--- src/rtl/pair_pkg.sv ---
package pair_pkg;

   typedef enum logic [1:0] {
      TAKE_NONE = 2'd0,
      TAKE_ONE  = 2'd1,
      TAKE_TWO  = 2'd2
   } take_e;

   localparam int unsigned PIPES = 2;
   localparam int unsigned PIPE_U = 0;
   localparam int unsigned PIPE_V = 1;

endpackage

--- src/rtl/pair_hazard.sv ---
module pair_hazard #(
   parameter int unsigned REG_W     = 5,
   parameter int unsigned NUM_SRC   = 2,
   parameter bit          CHECK_WAW = 1'b1
) (
   input  logic [REG_W-1:0]         lead_dst,
   input  logic                     lead_wr,
   input  logic [NUM_SRC*REG_W-1:0] trail_src,
   input  logic [REG_W-1:0]         trail_dst,
   input  logic                     trail_wr,
   output logic                     conflict
);

   if (REG_W < 1) begin : g_bad_regw
      $error("pair_hazard: REG_W must be at least 1");
   end
   if (NUM_SRC < 1 || NUM_SRC > 4) begin : g_bad_nsrc
      $error("pair_hazard: NUM_SRC must be 1..4");
   end

   logic [NUM_SRC-1:0] raw_hit;
   logic               waw_hit;

   for (genvar s = 0; s < NUM_SRC; s++) begin : g_src
      assign raw_hit[s] = lead_wr &&
                          (trail_src[s*REG_W +: REG_W] == lead_dst);
   end

   if (CHECK_WAW) begin : g_waw
      assign waw_hit = lead_wr && trail_wr && (trail_dst == lead_dst);
   end else begin : g_no_waw
      assign waw_hit = 1'b0;
   end

   assign conflict = (|raw_hit) || waw_hit;

endmodule

--- src/rtl/pair_rules.sv ---
module pair_rules
   import pair_pkg::*;
(
   input  logic  rst_n,
   input  logic  ready,
   input  logic  ld_vld,
   input  logic  ld_both,
   input  logic  tr_vld,
   input  logic  tr_simple,
   input  logic  tr_both,
   input  logic  conflict,
   output take_e take,
   output logic  go_u,
   output logic  go_v
);

   logic slot_open;
   logic trail_fits;

   assign slot_open  = rst_n && ready && ld_vld;
   assign trail_fits = tr_vld && tr_simple && !tr_both;

   always_comb begin
      go_u = slot_open;
      go_v = slot_open && trail_fits && !ld_both && !conflict;
      if (go_v)      take = TAKE_TWO;
      else if (go_u) take = TAKE_ONE;
      else           take = TAKE_NONE;
   end

endmodule

--- src/rtl/issue_stage.sv ---
module issue_stage
   import pair_pkg::*;
#(
   parameter int unsigned PAYLOAD_W = 32
) (
   input  logic                 clk,
   input  logic                 rst_n,
   input  logic [PIPES-1:0]     go,
   input  logic [PAYLOAD_W-1:0] op_in  [PIPES],
   output logic [PIPES-1:0]     vld,
   output logic [PAYLOAD_W-1:0] op_out [PIPES]
);

   if (PAYLOAD_W < 1) begin : g_bad_pw
      $error("issue_stage: PAYLOAD_W must be at least 1");
   end

   for (genvar p = 0; p < PIPES; p++) begin : g_pipe
      always_ff @(posedge clk) begin
         if (!rst_n) begin
            vld[p]    <= 1'b0;
            op_out[p] <= '0;
         end else begin
            vld[p]    <= go[p];
            op_out[p] <= op_in[p];
         end
      end
   end

   // the restricted pipe never runs without the general one
   a_r10_v_needs_u: assert property (@(posedge clk) disable iff (!rst_n)
      vld[PIPE_V] |-> vld[PIPE_U]);

endmodule

--- src/rtl/dual_issue_pair.sv ---
module dual_issue_pair
   import pair_pkg::*;
#(
   parameter int unsigned REG_W     = 5,
   parameter int unsigned NUM_SRC   = 2,
   parameter int unsigned PAYLOAD_W = 32,
   parameter bit          CHECK_WAW = 1'b1
) (
   input  logic                     clk,
   input  logic                     rst_n,
   input  logic                     ready_i,
   input  logic                     ld_vld_i,
   input  logic                     ld_simple_i,
   input  logic                     ld_both_i,
   input  logic [NUM_SRC*REG_W-1:0] ld_src_i,
   input  logic [REG_W-1:0]         ld_dst_i,
   input  logic                     ld_wr_i,
   input  logic [PAYLOAD_W-1:0]     ld_op_i,
   input  logic                     tr_vld_i,
   input  logic                     tr_simple_i,
   input  logic                     tr_both_i,
   input  logic [NUM_SRC*REG_W-1:0] tr_src_i,
   input  logic [REG_W-1:0]         tr_dst_i,
   input  logic                     tr_wr_i,
   input  logic [PAYLOAD_W-1:0]     tr_op_i,
   output logic [1:0]               take_o,
   output logic                     u_vld_o,
   output logic [PAYLOAD_W-1:0]     u_op_o,
   output logic                     v_vld_o,
   output logic [PAYLOAD_W-1:0]     v_op_o
);

   logic                 conflict;
   take_e                take;
   logic                 go_u, go_v;
   logic [PIPES-1:0]     go;
   logic [PAYLOAD_W-1:0] op_in  [PIPES];
   logic [PIPES-1:0]     vld;
   logic [PAYLOAD_W-1:0] op_out [PIPES];
   logic                 unused_simple;

   assign unused_simple = ld_simple_i;  // U accepts every class

   pair_hazard #(
      .REG_W(REG_W), .NUM_SRC(NUM_SRC), .CHECK_WAW(CHECK_WAW)
   ) u_hazard (
      .lead_dst (ld_dst_i),
      .lead_wr  (ld_wr_i),
      .trail_src(tr_src_i),
      .trail_dst(tr_dst_i),
      .trail_wr (tr_wr_i),
      .conflict (conflict)
   );

   pair_rules u_rules (
      .rst_n    (rst_n),
      .ready    (ready_i),
      .ld_vld   (ld_vld_i),
      .ld_both  (ld_both_i),
      .tr_vld   (tr_vld_i),
      .tr_simple(tr_simple_i),
      .tr_both  (tr_both_i),
      .conflict (conflict),
      .take     (take),
      .go_u     (go_u),
      .go_v     (go_v)
   );

   assign go[PIPE_U]    = go_u;
   assign go[PIPE_V]    = go_v;
   assign op_in[PIPE_U] = ld_op_i;
   assign op_in[PIPE_V] = tr_op_i;

   issue_stage #(.PAYLOAD_W(PAYLOAD_W)) u_stage (
      .clk   (clk),
      .rst_n (rst_n),
      .go    (go),
      .op_in (op_in),
      .vld   (vld),
      .op_out(op_out)
   );

   assign take_o  = take;
   assign u_vld_o = vld[PIPE_U];
   assign v_vld_o = vld[PIPE_V];
   assign u_op_o  = op_out[PIPE_U];
   assign v_op_o  = op_out[PIPE_V];

   // a stalled downstream pops nothing and issues nothing next cycle
   a_r2_stall_no_take: assert property (@(posedge clk) disable iff (!rst_n)
      !ready_i |-> (take_o == 2'd0));
   a_r2_stall_no_issue: assert property (@(posedge clk) disable iff (!rst_n)
      !ready_i |=> !u_vld_o);
   // an accepted lead appears on U one cycle later
   a_r3_lead_to_u: assert property (@(posedge clk) disable iff (!rst_n)
      (ready_i && ld_vld_i) |=> (u_vld_o && u_op_o == $past(ld_op_i)));
   // a non-simple trail never pairs
   a_r4_v_simple_only: assert property (@(posedge clk) disable iff (!rst_n)
      !tr_simple_i |-> (take_o != 2'd2));
   // a wide lead never pairs
   a_r5_wide_alone: assert property (@(posedge clk) disable iff (!rst_n)
      ld_both_i |-> (take_o != 2'd2));
   // no reordering past an invalid lead
   a_r8_no_promote: assert property (@(posedge clk) disable iff (!rst_n)
      !ld_vld_i |-> (take_o == 2'd0));
   // a pair lands trail payload on V
   a_r9_pair_to_v: assert property (@(posedge clk) disable iff (!rst_n)
      (take_o == 2'd2) |=> (v_vld_o && v_op_o == $past(tr_op_i)));
   // take count is bounded
   a_r10_take_range: assert property (@(posedge clk) disable iff (!rst_n)
      take_o != 2'd3);

endmodule

--- config.mk ---
export PLATFORM = sky130hd
export DESIGN_NAME = dual_issue_pair
export DESIGN_NICKNAME = d
export VERILOG_FILES = /design/src/rtl/pair_pkg.sv /design/src/rtl/pair_hazard.sv /design/src/rtl/pair_rules.sv /design/src/rtl/issue_stage.sv /design/src/rtl/dual_issue_pair.sv
export SDC_FILE = /design/constraint.sdc
export NUM_CORES = 1
export LEC_CHECK = 0
export BUFFER_PORTS_ARGS = -buffer_cell sky130_fd_sc_hd__buf_2
export CORE_MARGIN = 2
export CORE_UTILIZATION = 37
export DETAILED_ROUTE_END_ITERATION = 10
export PLACE_DENSITY_LB_ADDON = 0.1
export SYNTH_ARGS = -nofsm -noshare
export SYNTH_HDL_FRONTEND = slang
export SYNTH_HIERARCHICAL = 1
export SYNTH_SLANG_ARGS = --single-unit
--- constraint.sdc ---
create_clock -name clk -period 1.1 [get_ports clk]
set_input_delay 0.055 -clock clk [delete_from_list [all_inputs] [get_ports clk]]
set_output_delay 0.055 -clock clk [all_outputs]
set_load 0.05 [all_outputs]
==> impl_metrics.toml <==
[detailed_routing]
vias = 1933
drt_iter0_drc = 44
wl_per_cell_um = 12.8
totalWireLength_um = 6030
post-route-drc-count = 0
dr.pass1.iters = 4
ant_nets = 0
viasPerCell = 4.09

[critical_path]
crit_family = "simple AND/OR/NAND/NOR gates"
cpMaxStageDelayCell = "nor4_1"
required_ns = 1.04
crit_path_end_kind = "output port"
critical_path_class = "in -> out"
slowest_delay_ns = 0.38
start_kind = "input port"
cp_data_arrival_time_ns = 1.28
critPathMaxFanout = 3
path_cells = "buf_8 -> xor2_1 -> nor4_1 -> nand4_1 -> nand3_2 -> o31a_2 -> buf_8"
path_buf_inv = 2
cp_common_cell = "buf_8"

[global_routing]
track_usage = 0.204
grt_pass1_wl_um = 9360
grt_pass1_vias = 2103
antenna_found_initial = 0
overflow = 0
grt_max_degree = 67

[synthesis]
syn_area_sq_um = 2040
syn_inst = 166
yosysSeqAreaShare = 0.648
syn_avg_cell_area_sq_um = 12.3
ys_warn_count = 6
synth_cell_types = 14
syn_nets = 271
synth-seq-cells = 66

[job]
cap_violations = 0

[sta]
slew_viol_final = 0
fin_crit_sh = 1.21
rsz0062_at_grt = "true"
hold_violations = 0
fin_crit_ns = 1.33
max_freq_mhz = 750
layout_setup_ws_ns = -0.233
setup_viol = 2
relSlewSlack = 0.686
worst_pin_slew_ns = 0.471

[layout]
multi_input_area_sq_um = 701
nets = 501
layout_common_cells = "buf_2, and2_1, dfxtp_1"
syn_to_final_growth_pct = 88.5
fill_cells = 401
utilization = 0.711
final_common_cell = "buf_2"
drive_above_1_share = 0.474
seqCellArea_sq_um = 1320
n_antenna_cell = 0

[placement]
portBuffers = 161
place_ws_ns = -0.250
post-dp-hpwl_um = 3470
globalplace.congestion = 0.676

[floorplan]
pin_count = 173
die_h_um = 78.2
die_w_um = 78.2
start_util = 0.377
row_count = 27
die_area_sq_um = 6120
core-area_sq_um = 5410

[pwr]
ir_drop_mv = 0.750
power.density_nw_per_um2 = 1470
power_frac_comb = 0.206
p_leak_nw = 1.92
p_int_mw = 4.03
p_clk_frac = 0.345
swShare = 0.287
seqPwrFrac = 0.449
switchingPower_mw = 1.62

[outcome]
violations = "negative setup slack"
outcome = "finished with violations"

[cts]
clock_sinks = 66
cts_max_level = 3
root_buffer = "clkbuf_8"
numCtsBuffers = 9
postCtsSetupBuffers = 0
path_clk_slew_ns = 0.06
cts_tree = "done"
clk_path_buf_depth = 2

[min_path]
min_path_type = "in -> reg"
==> through the flow <==
stage	hold WS [ns]	setup TNS (ns)	cell area (sq um)	cells	power, mW
final	0.0764	-0.456	3840	473	5.65
after floorplan	0.177	0	2040	166	3.22
after global routing	0.0736	-0.480	3840	473	5.89
after global placement	0.259	-0.660	2880	393	3.51
after CTS	0.0582	-0.209	3790	473	5.68
after detailed placement	0.256	-0.721	2880	393	3.52
==> sequential cells by signal, indices dropped and copies added, names as in the netlist <==
| name | count |
|---|---|
| u_stage/op_out | 64 |
| u_stage/vld | 2 |
==> power groups by stage <==
stage	logic (mW)	clock network, mW	registers [mW]
after floorplan	0.171	0	3.05
after global placement	0.921	0	2.59
after detailed placement	0.929	0	2.59
after CTS	1.13	2.01	2.54
after global routing	1.23	2.11	2.55
final	1.16	1.95	2.54
==> cell families after synthesis <==
family	count (synthesis)	synth area share
buffers and inverters	8	0.0362
XOR/XNOR	15	0.0645
AND/OR/NAND/NOR	76	0.247
flip-flops	66	0.648
AO/OA/AOI/OAI	1	0.00430
==> per-layer routing <==
layer,part of all wire,global-route usage
met5,0,0
met4,0.036,0.125
met3,0.088,0.0655
met2,0.51,0.378
met1,0.36,0.195
==> path summary, 6_finish.rpt <==
kind              slack (ns)  cells after the start         from             end
hold / removal          0.08                      3    ld_both_i  u_stage/vld[1]
setup / recovery       -0.23                      7  ld_dst_i[1]       take_o[0]
==> final cells by class <==
class | instances | area share
well taps | 72 | 0.0234
clock inverters | 7 | 0.0179
repair buffers | 227 | 0.400
multi-input cells | 92 | 0.182
clock buffers | 9 | 0.0322
flip-flops and latches | 66 | 0.344
==> what timing repair did <==
item / CTS / global route
endpoints found under the hold margin: 64 / 0
setup endpoints to repair: 2 / 2
hold buffers: 64 / 0
pin swaps: 6 / 1
resized for setup: 21 / 7
==> cells in the mapped netlist, drive strengths merged <==
cell type,instances,area (sq um)
and2,66,413
and3,1,6.26
buf,8,73.8
dfxtp,66,1320
nand3,3,15.0
nand3b,1,20.0
nand4,1,6.26
nor4,3,18.8
nor4b,1,23.8
o31a,1,8.76
xnor2,3,26.3
xor2,12,105
(Power assumes the default switching activity.)
